==> src/rtl/bct_pkg.sv <==
package bct_pkg;
  localparam int unsigned CNT_W  = 8;
  localparam int unsigned NIB_W  = 4;
  localparam int unsigned ADDR_W = 3;

  typedef enum logic [ADDR_W-1:0] {
    OFS_ENA   = 3'd0,
    OFS_CTRL  = 3'd1,
    OFS_CNTLO = 3'd2,
    OFS_CNTHI = 3'd3,
    OFS_MSKLO = 3'd4,
    OFS_MSKHI = 3'd5,
    OFS_FLGLO = 3'd6,
    OFS_FLGHI = 3'd7
  } ofs_e;

  localparam int unsigned CTRL_RUN_BIT = 0;
  localparam int unsigned CTRL_CLR_BIT = 1;
endpackage

==> src/rtl/bct_rst_sync.sv <==
module bct_rst_sync #(
  parameter int unsigned STAGES = 2
) (
  input  logic clk,
  input  logic rst_n,
  output logic rst_sync_n
);
  logic [STAGES-1:0] sh_q;

  always_ff @(posedge clk or negedge rst_n) begin
    if (!rst_n) sh_q <= '0;
    else        sh_q <= {sh_q[STAGES-2:0], 1'b1};
  end

  assign rst_sync_n = sh_q[STAGES-1];
endmodule

==> src/rtl/bct_counter.sv <==
module bct_counter #(
  parameter int unsigned W = 8
) (
  input  logic         clk,
  input  logic         rst_n,
  input  logic         adv_i,
  input  logic         clr_i,
  output logic [W-1:0] cnt_o,
  output logic [W-1:0] fall_o
);
  logic [W-1:0] cnt_q, cnt_d;
  logic         cnt_en;

  always_comb begin
    cnt_en = adv_i | clr_i;
    if (clr_i) cnt_d = '0;
    else       cnt_d = cnt_q + 1'b1;
  end

  always_ff @(posedge clk or negedge rst_n) begin
    if (!rst_n)      cnt_q <= '0;
    else if (cnt_en) cnt_q <= cnt_d;
  end

  // bit i drops to 0 on an increment exactly when bits i..0 are all ones
  for (genvar i = 0; i < W; i++) begin : g_fall
    assign fall_o[i] = adv_i & ~clr_i & (&cnt_q[i:0]);
  end

  assign cnt_o = cnt_q;
endmodule

==> src/rtl/bct_flags.sv <==
module bct_flags #(
  parameter int unsigned W = 8
) (
  input  logic         clk,
  input  logic         rst_n,
  input  logic [W-1:0] set_i,
  input  logic [W-1:0] clr_i,
  output logic [W-1:0] flag_o
);
  logic [W-1:0] flag_q, flag_d, flag_en;

  for (genvar i = 0; i < W; i++) begin : g_bit
    always_comb begin
      flag_en[i] = set_i[i] | clr_i[i];
      flag_d[i]  = set_i[i];   // set beats clear
    end

    always_ff @(posedge clk or negedge rst_n) begin
      if (!rst_n)          flag_q[i] <= 1'b0;
      else if (flag_en[i]) flag_q[i] <= flag_d[i];
    end
  end

  assign flag_o = flag_q;
endmodule

==> src/rtl/bct_ctrl.sv <==
module bct_ctrl
  import bct_pkg::*;
#(
  parameter int unsigned W = CNT_W
) (
  input  logic              clk,
  input  logic              rst_n,
  input  logic [ADDR_W-1:0] addr_i,
  input  logic [NIB_W-1:0]  wdata_i,
  input  logic              wr_i,
  output logic              ck_en_o,
  output logic              run_o,
  output logic              cnt_clr_o,
  output logic [W-1:0]      mask_o,
  output logic [W-1:0]      flag_w1c_o
);
  localparam int unsigned NNIB = W / NIB_W;

  logic         ck_en_q, run_q, ctl_we, ena_we;
  logic [W-1:0] mask_q, mask_d;
  logic [NNIB-1:0] msk_we, flg_we;

  always_comb begin
    ena_we    = wr_i && (addr_i == OFS_ENA);
    ctl_we    = wr_i && (addr_i == OFS_CTRL);
    cnt_clr_o = ctl_we && wdata_i[CTRL_CLR_BIT];
    mask_d    = mask_q;
    for (int n = 0; n < NNIB; n++) begin
      msk_we[n] = wr_i && (addr_i == ADDR_W'(OFS_MSKLO + n));
      flg_we[n] = wr_i && (addr_i == ADDR_W'(OFS_FLGLO + n));
      if (msk_we[n]) mask_d[n*NIB_W +: NIB_W] = wdata_i;
      flag_w1c_o[n*NIB_W +: NIB_W] = flg_we[n] ? wdata_i : '0;
    end
  end

  always_ff @(posedge clk or negedge rst_n) begin
    if (!rst_n)      ck_en_q <= 1'b0;
    else if (ena_we) ck_en_q <= wdata_i[0];
  end

  always_ff @(posedge clk or negedge rst_n) begin
    if (!rst_n)      run_q <= 1'b0;
    else if (ctl_we) run_q <= wdata_i[CTRL_RUN_BIT];
  end

  always_ff @(posedge clk or negedge rst_n) begin
    if (!rst_n)         mask_q <= '0;
    else if (|msk_we)   mask_q <= mask_d;
  end

  assign ck_en_o = ck_en_q;
  assign run_o   = run_q;
  assign mask_o  = mask_q;
endmodule

==> src/rtl/binclk_timer.sv <==
module binclk_timer
  import bct_pkg::*;
(
  input  logic              clk,
  input  logic              rst_n,
  input  logic              tick_256,
  input  logic [ADDR_W-1:0] bus_addr,
  input  logic [NIB_W-1:0]  bus_wdata,
  input  logic              bus_wr,
  input  logic              bus_rd,
  output logic [NIB_W-1:0]  bus_rdata,
  output logic              irq
);
  logic             rst_sync_n;
  logic             ck_en, run, clr_cnt, adv;
  logic [CNT_W-1:0] cnt, fall, mask, flag, w1c;
  logic [NIB_W-1:0] rmux;

  bct_rst_sync #(.STAGES(2)) u_rst (
    .clk(clk), .rst_n(rst_n), .rst_sync_n(rst_sync_n)
  );

  bct_ctrl #(.W(CNT_W)) u_ctrl (
    .clk(clk), .rst_n(rst_sync_n), .addr_i(bus_addr), .wdata_i(bus_wdata),
    .wr_i(bus_wr), .ck_en_o(ck_en), .run_o(run), .cnt_clr_o(clr_cnt),
    .mask_o(mask), .flag_w1c_o(w1c)
  );

  assign adv = tick_256 & ck_en & run;

  bct_counter #(.W(CNT_W)) u_cnt (
    .clk(clk), .rst_n(rst_sync_n), .adv_i(adv), .clr_i(clr_cnt),
    .cnt_o(cnt), .fall_o(fall)
  );

  bct_flags #(.W(CNT_W)) u_flg (
    .clk(clk), .rst_n(rst_sync_n), .set_i(fall), .clr_i(w1c), .flag_o(flag)
  );

  always_comb begin
    unique case (bus_addr)
      OFS_ENA:   rmux = {3'b000, ck_en};
      OFS_CTRL:  rmux = {3'b000, run};
      OFS_CNTLO: rmux = cnt[3:0];
      OFS_CNTHI: rmux = cnt[7:4];
      OFS_MSKLO: rmux = mask[3:0];
      OFS_MSKHI: rmux = mask[7:4];
      OFS_FLGLO: rmux = flag[3:0];
      default:   rmux = flag[7:4];
    endcase
    bus_rdata = bus_rd ? rmux : '0;
    irq       = |(flag & mask);
  end
endmodule

==> config.mk <==
export PLATFORM = sky130hd
export DESIGN_NAME = binclk_timer
export DESIGN_NICKNAME = d
export VERILOG_FILES = /design/src/rtl/bct_pkg.sv /design/src/rtl/bct_rst_sync.sv /design/src/rtl/bct_counter.sv /design/src/rtl/bct_flags.sv /design/src/rtl/bct_ctrl.sv /design/src/rtl/binclk_timer.sv
export SDC_FILE = /design/constraint.sdc
export NUM_CORES = 1
export LEC_CHECK = 0
export BUFFER_PORTS_ARGS = -buffer_cell sky130_fd_sc_hd__buf_4
export CORE_MARGIN = 2
export CORE_UTILIZATION = 40
export CTS_BUF_LIST = sky130_fd_sc_hd__clkbuf_16
export DETAILED_ROUTE_END_ITERATION = 7
export HOLD_SLACK_MARGIN = 0.05
export SLEW_MARGIN = 20
export SYNTH_ARGS = -nofsm -noshare
export SYNTH_HDL_FRONTEND = slang
export SYNTH_SLANG_ARGS = --single-unit
export TNS_END_PERCENT = 10
==> constraint.sdc <==
create_clock -name clk -period 1.1 [get_ports clk]
set_input_delay 0.11 -clock clk [delete_from_list [all_inputs] [get_ports clk]]
set_output_delay 0.11 -clock clk [all_outputs]
set_load 0.02 [all_outputs]
* After elaboration in Yosys (flattened, before gate mapping) *
Index checks and enable logic that the tools add are counted.

word-level totals
  input bits = 12
  output and inout bits = 5
  flip-flop bits (word level) = 28
  word-level logic and storage cells = 68

cells by class
  reduce and logical (&&, ||, !) cells = 19
  multiplexer cells = 5
  bitwise logic cells = 22
  add/subtract/negate cells = 1
  eq/ne operators = 7

operators with widths
  kind                 number
  $pmux 4 s7           1
  $eq 3x3->1 const B   4
  $mux 4               3
  $and 1x1->1          11
  $or 1x1->1           9
  $add 8x1->8 const B  1
  $and 8x8->8          1
  $mux 8               1
  $reduce_and 8->1     1
  $reduce_or 8->1      1
  $logic_and 1x1->1    7
  $reduce_and 7->1     1
  $eq 3x2->1 const B   2
  $reduce_and 2->1     3
  $reduce_and 6->1     1
  $reduce_and 5->1     1
  $reduce_and 4->1     1
  $eq 3x1->1 const B   1
  $logic_not 3->1      1
  $reduce_and 3->1     1
  $reduce_or 2->1      1
  $not 1->1            1

* Logic depth before layout (Yosys ltp) *
  depth in word-level cells = 7
  depth in mapped cells = 6
  gate-level depth less buffers = 5

* Modules after synthesis *
A second synthesis with hierarchy kept.

second synthesis, totals
  cells, all modules = 156
  area total of the unflattened synthesis = 1617.8 um2

modules (own cells, without submodules)
  module        area an instance (um2)  cells an instance  instances
  bct_ctrl      501.7                   39                 1
  bct_counter   461.7                   49                 1
  binclk_timer  310.3                   41                 1
  bct_flags     290.3                   24                 1
  bct_rst_sync  53.8                    3                  1

* Least setup slack after synthesis *
No wires, ideal clock.

  kind = flip-flop to flip-flop
  start point = register u_cnt.cnt_q[0] (netlist: u_cnt.cnt_o[0])
  end point = register u_cnt.cnt_q[4] (netlist: u_cnt.cnt_o[4])
  cell stages (with the launch flop) = 6
  arrival = 1250 ps
  path buffers = 0
  data required time = 980 ps
  setup slack = -270 ps
  period minus slack after synthesis = 1370 ps
  setup time = 120 ps
  cell sequence = dfrtp_1 -> ha_1 -> and3_1 -> ha_1 -> mux2i_1 -> nor2_1

between the ends
  word-level cells in the longest chain between the ends = 2

ends and longest elaborated chain
  element                 line               source
  start, declared         bct_counter.sv:11  logic [W-1:0] cnt_q, cnt_d;
  start signal, assigned  bct_counter.sv:22  else if (cnt_en) cnt_q <= cnt_d;
  $add 8x1->8             bct_counter.sv:17  else cnt_d = cnt_q + 1'b1;
  $mux 8                  bct_counter.sv:16  if (clr_i) cnt_d = '0;

No other way between the ends.
A chain may end at the register's enable or synchronous reset.

* Worst setup path after layout *
  start point = register u_cnt.cnt_q[1] (netlist: u_cnt.cnt_o[1])
  end point = output bus_rdata[1]

between the ends
  word-level cells in the longest chain between the ends = 2

ends and longest elaborated chain
  element        line                source
  $pmux 4 s7     binclk_timer.sv:41  unique case (bus_addr)
  $mux 4         binclk_timer.sv:51  bus_rdata = bus_rd ? rmux : '0;
  end, declared  binclk_timer.sv:11  output logic [NIB_W-1:0] bus_rdata,

No other way between the ends.

==> impl_results.md <==
* Outcome: complete, but fails checks
* Failing checks: negative setup slack
* Worst skew pair latency at 260 ps
* Post-synthesis cell type count at 39
* Max Transition Viols Final at 0
* Detailed Route WL at about 4100 um
* Initial DRC count at 90
* IO buf count at 16
* CTS tree: yes
* DP Wirelength at 2970 um
* RSZ-0062 raised after global routing: true
* Arrival @ worst endpoint at 1380 ps
* Final total power at 0.00332 W
* Pin count of the biggest net entering global routing at 27
* Placer's final routability congestion estimate at 0.853
* Ys Warns at 0
* CP max-delay cell: dfrtp_1
* Nature of the critical path endpoint: primary output
* Io pins at 17
* Cell Area, Placed at 1900 um^2
* Power share of the clock group at 0.246
* Total Routing Usage GR at 0.208
* Final #Nets at roughly 200
* Synth area leader: dfrtp_1
* Sequential power share at 0.408
* DR vias at 1,334
* Clock transition at path regs at 70 ps
* Peak supply drop at 0.705 mV
* Leakage at 0.964 nW
* Logic pwr share at 0.346
* WL per Instance at 17.0 um
* Fin. Hold Viols at 0
* Sw frac at 0.301
* Die width at 65.4 um
* Area of the core at 3630 um^2
* Post-synth top area share at 0.464
* Number of global-route vias before repair at 1,361
* Die area at 4280 um^2
* Slowest stage delay, CP at 390 ps
* Sink Count at 28
* Setup Crit Path Kind: reg -> out
* # setup viols final at 20
* Switching power at 0.000997 W
* DRT Pass-1 Iters at 4
* Initial antenna violation count at 0
* DP Worst Slack at -252 ps
* First-pass GRT wire length at between 6000 and 7000 um
* Clock Skews at between 4 and 5 ps
* Final worst setup slack at -391 ps
* Clock H-tree levels at 1
* Final period util at 1.36
* Share of cells above drive strength 1 at 0.474
* Final Critical Period at 1490 ps
* Cell Rows at 22
* Power per standard cell area at 1560 nW/um^2
* Residual DRC at 0
* Diode count at 0
* Initial core utilization at 0.416
* Seq cells post-synth at 28
* Final Cell Area at 2120 um^2
* Cell count after synthesis at between 100 and 150
* Die height at 65.4 um
* Mapped Avg Cell Area at 10.6 um^2
* ANT nets after route at 0
* Area growth syn-to-layout at 40.4%
* Syn nets at 158
* Startpoint Class: flip-flop
* Root Driver: clkbuf_16
* Routed vias/inst at 5.61
* Data required time of the critical path at 990 ps
* CTS Buffer Depth at 2
* Top post-synthesis cells by area: dfrtp_1 46%, mux2_2 9.7%, nand2_1 3.5%, mux2i_1 3.3%, a22o_1 2.9%
* Max Freq at 671 MHz
* Cts bufs inserted at 3
* Maxcap violations at 0
* Total grt overflow at 0
* Worst path cell trace: mux2_2 > a221oi_2 > nor2_1 > buf_4
* P_int at 0.00232 W
* Hold Path Class: in -> reg
* Largest fanout on the critical path at 2
* Post-layout util at 0.584
* Sequential area share after synthesis at 0.464
* Cell area after synthesis at 1510 um^2
stage by stage:
step	setup TNS [ps]	cells	hold slack, ps
6_report	-3850	238	127
5_1_grt	-4830	238	133
4_1_cts	-3800	238	124
3_5_place_dp	-4350	230	-106
3_3_place_gp	-3890	230	-107
2_1_floorplan	-1240	143	-186
Yosys cell counts (all sizes together):
master  number
a211oi       1
a21boi       1
a21oi        3
a221oi       3
a22o         5
a22oi        4
a32o         1
a41o         1
and2         1
and3         4
and4         1
buf          4
clkbuf       3
conb         1
dfrtp       28
ha           3
inv          3
mux2        13
mux2i        5
nand2       14
nand3        6
nand4        5
nor2        11
nor3         5
nor4bb       1
o211ai       4
o21ai        5
o221a        1
o311ai       1
or3          1
xnor2        3
xor2         1
flip-flops by register name, indices dropped and copies added (netlist names):
name and count:
u_cnt.cnt_o 8, u_ctrl.run_o 1, u_flg.flag_o 8, u_ctrl.mask_o 8, u_rst.sh_q 2, u_ctrl.ck_en_o 1
power groups by stage:
stage | clock network (W) | logic (W) | registers, W
floorplan | 0 | 0.000458 | 0.00137
global placement | 0 | 0.000858 | 0.00137
detailed placement | 0 | 0.000886 | 0.00138
CTS | 0.000835 | 0.00112 | 0.00135
global route | 0.000874 | 0.00122 | 0.00138
finish | 0.000816 | 0.00115 | 0.00135
routing by layer:
metal  global-route usage  routed length, um
met2                0.332               1950
met3               0.0223                151
met4               0.0677                 64
met1                0.297               1890
met5                    0                  0
logic make-up (layout without fill, tap and decap cells):
group	count (synthesis)	after routing	share of synthesized area
fa+ha+maj	3	3	0.0249
buf+inv	10	57	0.0306
flops	28	28	0.464
mux	18	18	0.130
xor+xnor	4	4	0.0232
other cells	1	1	0.00248
simple gates	49	49	0.173
compound gates	30	30	0.152
critical path, delay by kind of cell, from the launching register on:
| family | cells | cell delay, ps |
|---|---|---|
| flip-flops | 1 | 390 |
| AO/OA/AOI/OAI | 1 | 230 |
| buffers and inverters | 1 | 160 |
| AND/OR/NAND/NOR | 1 | 60 |
| multiplexers | 1 | 280 |
layout make-up:
cell class | instances | area (um^2)
tap | 48 | 60.1
sequential | 28 | 703
inverter | 3 | 11.3
clock inverter | 1 | 3.75
clock buffer | 3 | 75.1
multi-input combinational | 105 | 858
timing repair buffer | 50 | 409
fill | 316 | 1510
final timing paths:
| path | startpoint | to | slack, ps | cells after the start |
|---|---|---|---|---|
| setup / recovery | u_cnt.cnt_o[1]$_DFFE_PN0P_ | bus_rdata[1] | -390 | 4 |
| hold / removal | bus_wdata[3] | u_ctrl.mask_o[7]$_DFFE_PN0P_ | 130 | 2 |
| setup reg to reg | u_cnt.cnt_o[0]$_DFFE_PN0P_ | u_cnt.cnt_o[4]$_DFFE_PN0P_ | -290 | 6 |
| hold reg to reg | u_rst.sh_q[1]$_DFF_PN0_ | u_ctrl.mask_o[5]$_DFFE_PN0P_ | 240 | 1 |
| max in group asynchronous | u_rst.sh_q[1]$_DFF_PN0_ | u_cnt.cnt_o[0]$_DFFE_PN0P_ | 570 | 1 |
| min in group asynchronous | rst_n | u_rst.sh_q[0]$_DFF_PN0_ | 160 | 2 |
cells in the final DEF (no fill, tap or decap), types with 4 or more instances in the layout:
master | netlist | final
buf_4 | 2 | 43
dfrtp_1 | 28 | 26
nand2_1 | 14 | 14
mux2_2 | 13 | 12
nor2_1 | 11 | 11
mux2i_1 | 5 | 5
nand4_1 | 5 | 5
a22o_1 | 5 | 5
buf_6 | 0 | 5
and3_4 | 1 | 4
nand3_1 | 6 | 4
o21ai_0 | 4 | 4
o211ai_1 | 4 | 4
timing repair:
action	4_1_cts	5_1_grt
gates resized for setup	21	5
endpoints found under the hold margin	2	0
setup endpoints to repair	20	21
gates cloned	0	0
hold buffers	1	0
buffers inserted	3	0
pin swaps	12	2
Note: power is estimated with default switching activity, not from simulation.
